--- config.mk ---
export PLATFORM = sky130hd
export DESIGN_NAME = sb_mailbox_bridge
export DESIGN_NICKNAME = d
export VERILOG_FILES = /design/src/rtl/mbx_pkg.sv /design/src/rtl/mbx_host_regs.sv /design/src/rtl/mbx_seq.sv /design/src/rtl/sb_mailbox_bridge.sv
export SDC_FILE = /design/constraint.sdc
export NUM_CORES = 1
export LEC_CHECK = 0
export ABC_AREA = 1
export BUFFER_PORTS_ARGS = -buffer_cell sky130_fd_sc_hd__buf_2
export CORE_MARGIN = 4
export CORE_UTILIZATION = 43
export CTS_BUF_LIST = sky130_fd_sc_hd__clkbuf_4 sky130_fd_sc_hd__clkbuf_8
export CTS_CLUSTER_DIAMETER = 60
export DETAILED_ROUTE_END_ITERATION = 7
export GPL_TIMING_DRIVEN = 1
export PLACE_DENSITY = 0.86
export SLEW_MARGIN = 5
export SYNTH_ARGS = -nofsm -noshare
export SYNTH_HDL_FRONTEND = slang
export SYNTH_SLANG_ARGS = --single-unit
export TNS_END_PERCENT = 100
--- constraint.sdc ---
create_clock -name clk -period 1.2 [get_ports clk]
set_input_delay 0.24 -clock clk [delete_from_list [all_inputs] [get_ports clk]]
set_output_delay 0.24 -clock clk [all_outputs]
set_load 0.05 [all_outputs]
--- src/rtl/mbx_pkg.sv ---
package mbx_pkg;

   typedef struct packed {
      logic [7:0] devfn;
      logic [7:0] opcode;
      logic [7:0] port;
      logic [3:0] be;
      logic [2:0] bar;
      logic       busy;
   } mbx_cmd_t;

   typedef enum logic [1:0] {
      SEQ_IDLE  = 2'd0,
      SEQ_ISSUE = 2'd1,
      SEQ_WAIT  = 2'd2
   } seq_state_t;

   typedef enum logic [1:0] {
      SEL_CMD  = 2'd0,
      SEL_DATA = 2'd1,
      SEL_ADDR = 2'd2,
      SEL_NONE = 2'd3
   } reg_sel_t;

   localparam logic [7:0] OP_REG_RD = 8'd6;
   localparam logic [7:0] OP_REG_WR = 8'd7;

endpackage

--- src/rtl/mbx_host_regs.sv ---
module mbx_host_regs
   import mbx_pkg::*;
#(
   parameter int DATA_W = 32,
   parameter int ADDR_W = 8,
   parameter int OFFS_W = 4
) (
   input  logic              clk,
   input  logic              rst_n,
   input  logic              host_we,
   input  logic [OFFS_W-1:0] host_addr,
   input  logic [DATA_W-1:0] host_wdata,
   output logic [DATA_W-1:0] host_rdata,
   input  logic              busy,
   input  logic              rsp_load,
   input  logic [DATA_W-1:0] rsp_data,
   output logic              cmd_accept,
   output mbx_cmd_t          cmd_q,
   output logic [DATA_W-1:0] data_q,
   output logic [ADDR_W-1:0] addr_q
);

   localparam int SEL_LSB = 2;

   generate
      if (DATA_W != $bits(mbx_cmd_t)) begin : g_bad_width
         $error("mbx_host_regs: DATA_W must equal the command word width");
      end
      if (OFFS_W != SEL_LSB + 2) begin : g_bad_offs
         $error("mbx_host_regs: OFFS_W must cover exactly four word offsets");
      end
      if (ADDR_W > DATA_W) begin : g_bad_addr
         $error("mbx_host_regs: ADDR_W exceeds DATA_W");
      end
   endgenerate

   reg_sel_t sel;
   logic     aligned;
   logic     wr_data, wr_addr;

   assign aligned    = (host_addr[SEL_LSB-1:0] == '0);
   assign sel        = aligned ? reg_sel_t'(host_addr[SEL_LSB+1:SEL_LSB]) : SEL_NONE;
   assign cmd_accept = host_we && (sel == SEL_CMD) && !busy;
   assign wr_data    = host_we && (sel == SEL_DATA) && !busy;
   assign wr_addr    = host_we && (sel == SEL_ADDR) && !busy;

   always_ff @(posedge clk or negedge rst_n) begin
      if (!rst_n) begin
         cmd_q  <= '0;
         data_q <= '0;
         addr_q <= '0;
      end else begin
         if (cmd_accept) begin
            cmd_q      <= mbx_cmd_t'(host_wdata);
            cmd_q.busy <= 1'b0;
         end
         if (rsp_load) begin
            data_q <= rsp_data;
         end else if (wr_data) begin
            data_q <= host_wdata;
         end
         if (wr_addr) begin
            addr_q <= host_wdata[ADDR_W-1:0];
         end
      end
   end

   always_comb begin
      case (sel)
         SEL_CMD:  host_rdata = DATA_W'(cmd_q) | DATA_W'(busy);
         SEL_DATA: host_rdata = data_q;
         SEL_ADDR: host_rdata = DATA_W'(addr_q);
         default:  host_rdata = '0;
      endcase
   end


   db_hold_chk: assert property (@(posedge clk) disable iff (!rst_n)
      (busy && host_we && sel == SEL_CMD) |=> $stable(cmd_q));


   addr_hold_chk: assert property (@(posedge clk) disable iff (!rst_n)
      (busy && host_we && sel == SEL_ADDR) |=> $stable(addr_q));


   data_hold_chk: assert property (@(posedge clk) disable iff (!rst_n)
      (busy && !rsp_load && host_we && sel == SEL_DATA) |=> $stable(data_q));

endmodule

--- src/rtl/mbx_seq.sv ---
module mbx_seq
   import mbx_pkg::*;
(
   input  logic       clk,
   input  logic       rst_n,
   input  logic       cmd_accept,
   input  logic [7:0] opcode,
   input  logic       sb_rsp,
   output logic       sb_req,
   output logic       busy,
   output logic       rsp_load
);

   seq_state_t state_q, state_d;
   logic       op_ok;

   assign op_ok = (opcode == OP_REG_RD) || (opcode == OP_REG_WR);

   always_comb begin
      state_d = state_q;
      case (state_q)
         SEQ_IDLE:  if (cmd_accept) state_d = SEQ_ISSUE;
         SEQ_ISSUE: state_d = op_ok ? SEQ_WAIT : SEQ_IDLE;
         SEQ_WAIT:  if (sb_rsp) state_d = SEQ_IDLE;
         default:   state_d = SEQ_IDLE;
      endcase
   end

   always_ff @(posedge clk or negedge rst_n) begin
      if (!rst_n) state_q <= SEQ_IDLE;
      else        state_q <= state_d;
   end

   assign busy     = (state_q != SEQ_IDLE);
   assign sb_req   = (state_q == SEQ_ISSUE) && op_ok;
   assign rsp_load = (state_q == SEQ_WAIT) && sb_rsp && (opcode == OP_REG_RD);


   req_pulse_chk: assert property (@(posedge clk) disable iff (!rst_n)
      sb_req |=> !sb_req);


   done_clear_chk: assert property (@(posedge clk) disable iff (!rst_n)
      (state_q == SEQ_WAIT && sb_rsp) |=> !busy);


   badop_chk: assert property (@(posedge clk) disable iff (!rst_n)
      (cmd_accept && !busy) |=> (busy && sb_req == op_ok));

endmodule

--- src/rtl/sb_mailbox_bridge.sv ---
module sb_mailbox_bridge
   import mbx_pkg::*;
#(
   parameter int DATA_W = 32,
   parameter int ADDR_W = 8,
   parameter int OFFS_W = 4
) (
   input  logic                clk,
   input  logic                rst_n,
   input  logic                host_we,
   input  logic [OFFS_W-1:0]   host_addr,
   input  logic [DATA_W-1:0]   host_wdata,
   output logic [DATA_W-1:0]   host_rdata,
   output logic                sb_req,
   output logic [7:0]          sb_devfn,
   output logic [7:0]          sb_opcode,
   output logic [7:0]          sb_port,
   output logic [3:0]          sb_be,
   output logic [2:0]          sb_bar,
   output logic [ADDR_W-1:0]   sb_addr,
   output logic [DATA_W-1:0]   sb_wdata,
   input  logic                sb_rsp,
   input  logic [DATA_W-1:0]   sb_rdata
);

   mbx_cmd_t          cmd_q;
   logic [DATA_W-1:0] data_q;
   logic [ADDR_W-1:0] addr_q;
   logic              cmd_accept, busy, rsp_load;

   mbx_host_regs #(
      .DATA_W (DATA_W),
      .ADDR_W (ADDR_W),
      .OFFS_W (OFFS_W)
   ) regs_i (
      .clk        (clk),
      .rst_n      (rst_n),
      .host_we    (host_we),
      .host_addr  (host_addr),
      .host_wdata (host_wdata),
      .host_rdata (host_rdata),
      .busy       (busy),
      .rsp_load   (rsp_load),
      .rsp_data   (sb_rdata),
      .cmd_accept (cmd_accept),
      .cmd_q      (cmd_q),
      .data_q     (data_q),
      .addr_q     (addr_q)
   );

   mbx_seq seq_i (
      .clk        (clk),
      .rst_n      (rst_n),
      .cmd_accept (cmd_accept),
      .opcode     (cmd_q.opcode),
      .sb_rsp     (sb_rsp),
      .sb_req     (sb_req),
      .busy       (busy),
      .rsp_load   (rsp_load)
   );

   assign sb_devfn  = cmd_q.devfn;
   assign sb_opcode = cmd_q.opcode;
   assign sb_port   = cmd_q.port;
   assign sb_be     = cmd_q.be;
   assign sb_bar    = cmd_q.bar;
   assign sb_addr   = addr_q;
   assign sb_wdata  = data_q;


   req_stable_chk: assert property (@(posedge clk) disable iff (!rst_n)
      sb_req |-> $stable(sb_addr) && $stable(sb_wdata));

endmodule

==> impl_metrics.toml, run 1 <==
[logic_synthesis]
synth_area_leader_cell = "dfrtp_1"
synth-xor-area-share_pct = 0
synth_cell_type_count = 21
synthCells = 453
synthTopCellsByArea = "dfrtp_1, nand3_1, nand2_1"
synth_top_family_by_area = "simple AND/OR/NAND/NOR gates"
ys_warn_count = 0
ys_async_sr_fraction_pct = 100
syn_avg_cell_area_um2 = 8.00
synth-seq-cells = 73
synth_top_area_share_pct = 50.4
synth_nets = 525
synth.top_cells.by_count = "nand2_1, nand3_1, dfrtp_1, inv_1, o21ai_0"
synth_edf_count = 0
netlist_area_mm2 = 0.00362
yosys.area_share.simple_pct = 29.8
synthAdderAreaFrac_pct = 0
synth_mux_area_share_pct = 0
synthFlopType = "dfrtp_1"
synth-compound-area-share_pct = 10.5
synth_most_common_cell = "nand2_1"
seq_area_frac_synth_pct = 50.4

[floorplanning]
die_w_um = 99.8
initial_core_util_pct = 44.1
rows = 33
io_pins = 176
dieHeight_um = 99.8

[clock_tree]
clock-sinks = 73
root_buffer = "clkbuf_8"
numCtsBuffers = 9
htreeDepth = 3
clock_path_buffers = 2

[placed_design]
gp_congestion = 0.847
io_buffers = 175
dp_hpwl_mm = 9.25

[timing]
worst_endpoint_kind = "primary output"
grt-worst-endpoint = "sb_req"

[outcome]
error_line = "[ERROR DPL-0038] Utilization greater than 100%, impossible to legalize"
stop_stage = "global routing (5_1_grt)"
status = "stopped before the end"

[global_routing]
grt_max_degree = 40
==> through the flow <==
stage / utilization, % / area (um^2) / hold WS (ns) / worst slack (ns) / std cells
3_3_place_gp: 63.8 / 5240 / 0.228 / -0.397 / 749
2_1_floorplan: - / 4010 / -0.0556 / -0.624 / 453
4_1_cts: 86.9 / 7140 / 0.107 / -0.455 / 819
3_5_place_dp: 63.8 / 5240 / 0.229 / -0.477 / 749
==> repair_timing <==
action                                 in CTS
hold buffers                                1
cloned                                     16
resized for setup                         306
endpoints found under the hold margin      73
setup buffers                              38
setup endpoints to repair                 167
pin swaps                                  12
==> kinds of logic after synthesis <==
logic type / after synthesis
AOI/OAI and AO/OA: 72
buffers and inverters: 70
DFF: 73
and+or+nand+nor: 238
==> run 2: changes to the inputs <==
--- a/config.mk
+++ b/config.mk
@@ -8,12 +8,10 @@
 export ABC_AREA = 1
 export BUFFER_PORTS_ARGS = -buffer_cell sky130_fd_sc_hd__buf_2
 export CORE_MARGIN = 4
-export CORE_UTILIZATION = 43
-export CTS_BUF_LIST = sky130_fd_sc_hd__clkbuf_4 sky130_fd_sc_hd__clkbuf_8
-export CTS_CLUSTER_DIAMETER = 60
+export CORE_UTILIZATION = 40
 export DETAILED_ROUTE_END_ITERATION = 7
 export GPL_TIMING_DRIVEN = 1
-export PLACE_DENSITY = 0.86
+export PLACE_DENSITY_LB_ADDON = 0.15
 export SLEW_MARGIN = 5
 export SYNTH_ARGS = -nofsm -noshare
 export SYNTH_HDL_FRONTEND = slang
==> constraint.sdc (replaced) <==
create_clock -name clk -period 1.6 [get_ports clk]
set_input_delay 0.32 -clock clk [delete_from_list [all_inputs] [get_ports clk]]
set_output_delay 0.32 -clock clk [all_outputs]
set_load 0.05 [all_outputs]
==> run 2 against run 1 <==
Against the previous run:
- the flow now finishes, with violations (negative setup slack)
- synthesized area stayed put
- synthesized cell count stayed put
==> impl_metrics.toml, run 2 <==
[cells_and_area]
fin_area_mm2 = 0.00585
final_common_cell = "buf_2"
final_layout_size_suffix_gt1_share_pct = 48.0
layout.nets = 729
largest_reg_flops = 32
final_cell_mix = "buf_2, nand2_1, nand3_1"
nFillCells = 750
top_register = "regs_i.data_q"
post-route-util_pct = 66.8
reg.largest.list = "regs_i.data_q (32), regs_i.cmd_q (31), regs_i.addr_q (8)"
multi_input_comb_area_mm2 = 0.00182
syn2layout_area_growth_pct = 61.6
insertedDiodeCount = 0
ff_latch_area_mm2 = 0.00183

[setup_path]
max_stage_delay_ns = 0.23
required_ns = 1.28
path_class = "input port to output pin"
reg2reg_from = "regs_i.cmd_q[19]$_DFFE_PN0P_"
worstSetupStartpoint = "host_addr[0]"
reg2reg_to = "regs_i.data_q[13]$_DFFE_PN0P_"
ff2ff_setup_slack_ns = 0.07
crit_end = "host_rdata[3]"
crit_path_top_delay_cell = "buf_4"
path_common_cell = "nor2_4"
cp-end-kind = "output pin"
crit_chain = "buf_6, nor2_4, nand2_4, nor2_4, buf_12, inv_12, o211ai_1, buf_4"
arrival_ns = 1.42
cp-start-kind = "input port"
critPathMaxFanout = 8
rr_worst_depth = 9

[logic_synthesis]
synthCells = 453
synthTopCellsByArea = "dfrtp_1, nand3_1, nand2_1"
synth.top_cells.by_count = "nand2_1, nand3_1, dfrtp_1, inv_1, o21ai_0"
synthFlopType = "dfrtp_1"
synth_cell_type_count = 21
synth_edf_count = 0
synth_most_common_cell = "nand2_1"
synth_nets = 525
ys_warn_count = 0
seq_area_frac_synth_pct = 50.4
synth-seq-cells = 73
netlist_area_mm2 = 0.00362
synth_top_area_share_pct = 50.4
synth_area_leader_cell = "dfrtp_1"
ys_async_sr_fraction_pct = 100
syn_avg_cell_area_um2 = 8.00

[placed_design]
dp_hpwl_mm = 8.76
io_buffers = 175
pre_cts_ws_ns = -0.219
gp_congestion = 0.868
place_area_mm2 = 0.00479

[clock_tree]
clock-sinks = 73
path_clk_slew_ns = 0.08
clock_path_buffers = 2
clock_latency_ns = 0.34
root_buffer = "clkbuf_8"
htreeDepth = 3
numCtsBuffers = 9
cts_tree = "built"

[global_routing]
grt_max_degree = 43
grt_pass1_vias = 3906
grt_first_pass_wirelength_mm = 19.7
antenna_found_initial = 0
grtUsageTotal_pct = 24.3
overflow = 0

[timing]
fin_crit_ns = 1.74
slew_headroom_pct = 78.5
max_freq_mhz = 576
final-setup-viol-count = 33
rsz0062_at_grt = "true"
finalHoldViolCount = 0
tightest_slew_ns = 0.322
period_share_pct = 109
setup_slack_ns = -0.137
skew_ns = 0.0131
drv_slew = 0

[drt]
first_pass_iters = 4
drc = 0
vias = 4062
viasPerCell = 5.28
drt-total-wl_mm = 13.6
wire_per_inst_um = 17.6
drt_iter0_drc = 226
final_antenna_net_count = 0

[floorplanning]
dieHeight_um = 103
rows = 34
dieArea_mm2 = 0.0106
io_pins = 176
initial_core_util_pct = 41.3
die_w_um = 103
coreArea_mm2 = 0.00876

[power]
total_power_mw = 7.39
vdd_ir_drop_max_mv = 0.701
power.density_mw_per_mm2 = 1260
p_leak_nw = 3.00

[flow_run]
drv_cap = 0

[hold_path]
min_path_type = "input port to flop"

[outcome]
status = "finished with violations"
violations = "negative setup slack"
==> run 2: cell counts after synthesis <==
No cell type changed its count.
==> run 2: kinds of logic (layout without fill, tap and decap cells) <==
group,Yosys count,count (layout),synth area share (%)
DFF,73,73,50.4
AOI/OAI and AO/OA,72,72,10.5
buffers and inverters,70,279,9.22
and+or+nand+nor,238,238,29.8
==> run 2: final cells by class <==
class	instances	share of cell area, %
repair buffers	218	28.0
clock inverters	4	0.855
repair inverters	2	0.556
inverters	43	3.04
flip-flops and latches	73	31.3
multi-input cells	310	31.1
clock buffers	12	2.82
well taps	108	2.31
==> run 2: how the worst min path moves through the flow <==
stage | slack, ns | cells after the start | endpoint | from
2_1_floorplan | 0.02 | 0 | regs_i.addr_q[0]$_DFFE_PN0P_ | rst_n
3_3_place_gp | 0.20 | 1 | regs_i.cmd_q[11]$_DFFE_PN0P_ | rst_n
3_5_place_dp | 0.20 | 1 | regs_i.cmd_q[11]$_DFFE_PN0P_ | rst_n
4_1_cts | 0.19 | 3 | regs_i.cmd_q[10]$_DFFE_PN0P_ | host_wdata[10]
5_1_grt | 0.19 | 2 | seq_i.state_q[1]$_DFFE_PN0P_ | sb_rsp
6_report | 0.20 | 3 | regs_i.cmd_q[10]$_DFFE_PN0P_ | host_wdata[10]
==> run 2: per-layer routing <==
metal,track usage [%],vias to the layer above,part of all wire (%)
li1,-,1902,-
met1,31.9,1946,40
met2,39.6,190,50
met3,5.55,24,7.9
met4,8.07,0,2.1
met5,0,-,0
==> run 2: stage by stage <==
stage	setup TNS (ns)	std cells	hold slack (ns)
finish	-2.58	770	0.204
global route	-3.82	770	0.194
CTS	-1.28	763	0.189
detailed placement	-5.09	735	0.199
global placement	-3.55	735	0.201
floorplan	-11.26	453	0.0244
==> run 2: worst max-delay path: cells and delay by family <==
kind	cells	cell delay, ns
buffers and inverters	4	0.57
and+or+nand+nor	3	0.36
AOI/OAI and AO/OA	1	0.16
==> run 2: repair_timing <==
item / in CTS / in global routing
endpoints found under the hold margin: 14 / 0
setup buffers: 9 / 3
setup endpoints to repair: 33 / 65
hold buffers: 1 / 0
pin swaps: 8 / 4
gates cloned: 2 / 5
gates resized for setup: 108 / 55
==> run 2: where the power goes <==
part | leakage [nW] | total [mW] | switching [mW] | internal, mW
Sequential | 0.900 | 2.62 | 0.354 | 2.26
Combinational | 2.00 | 3.23 | 2.44 | 0.787
Clock | 0.105 | 1.54 | 0.696 | 0.847
Total | 3.00 | 7.39 | 3.49 | 3.90
No activity file was read; power rests on OpenSTA's default activity.
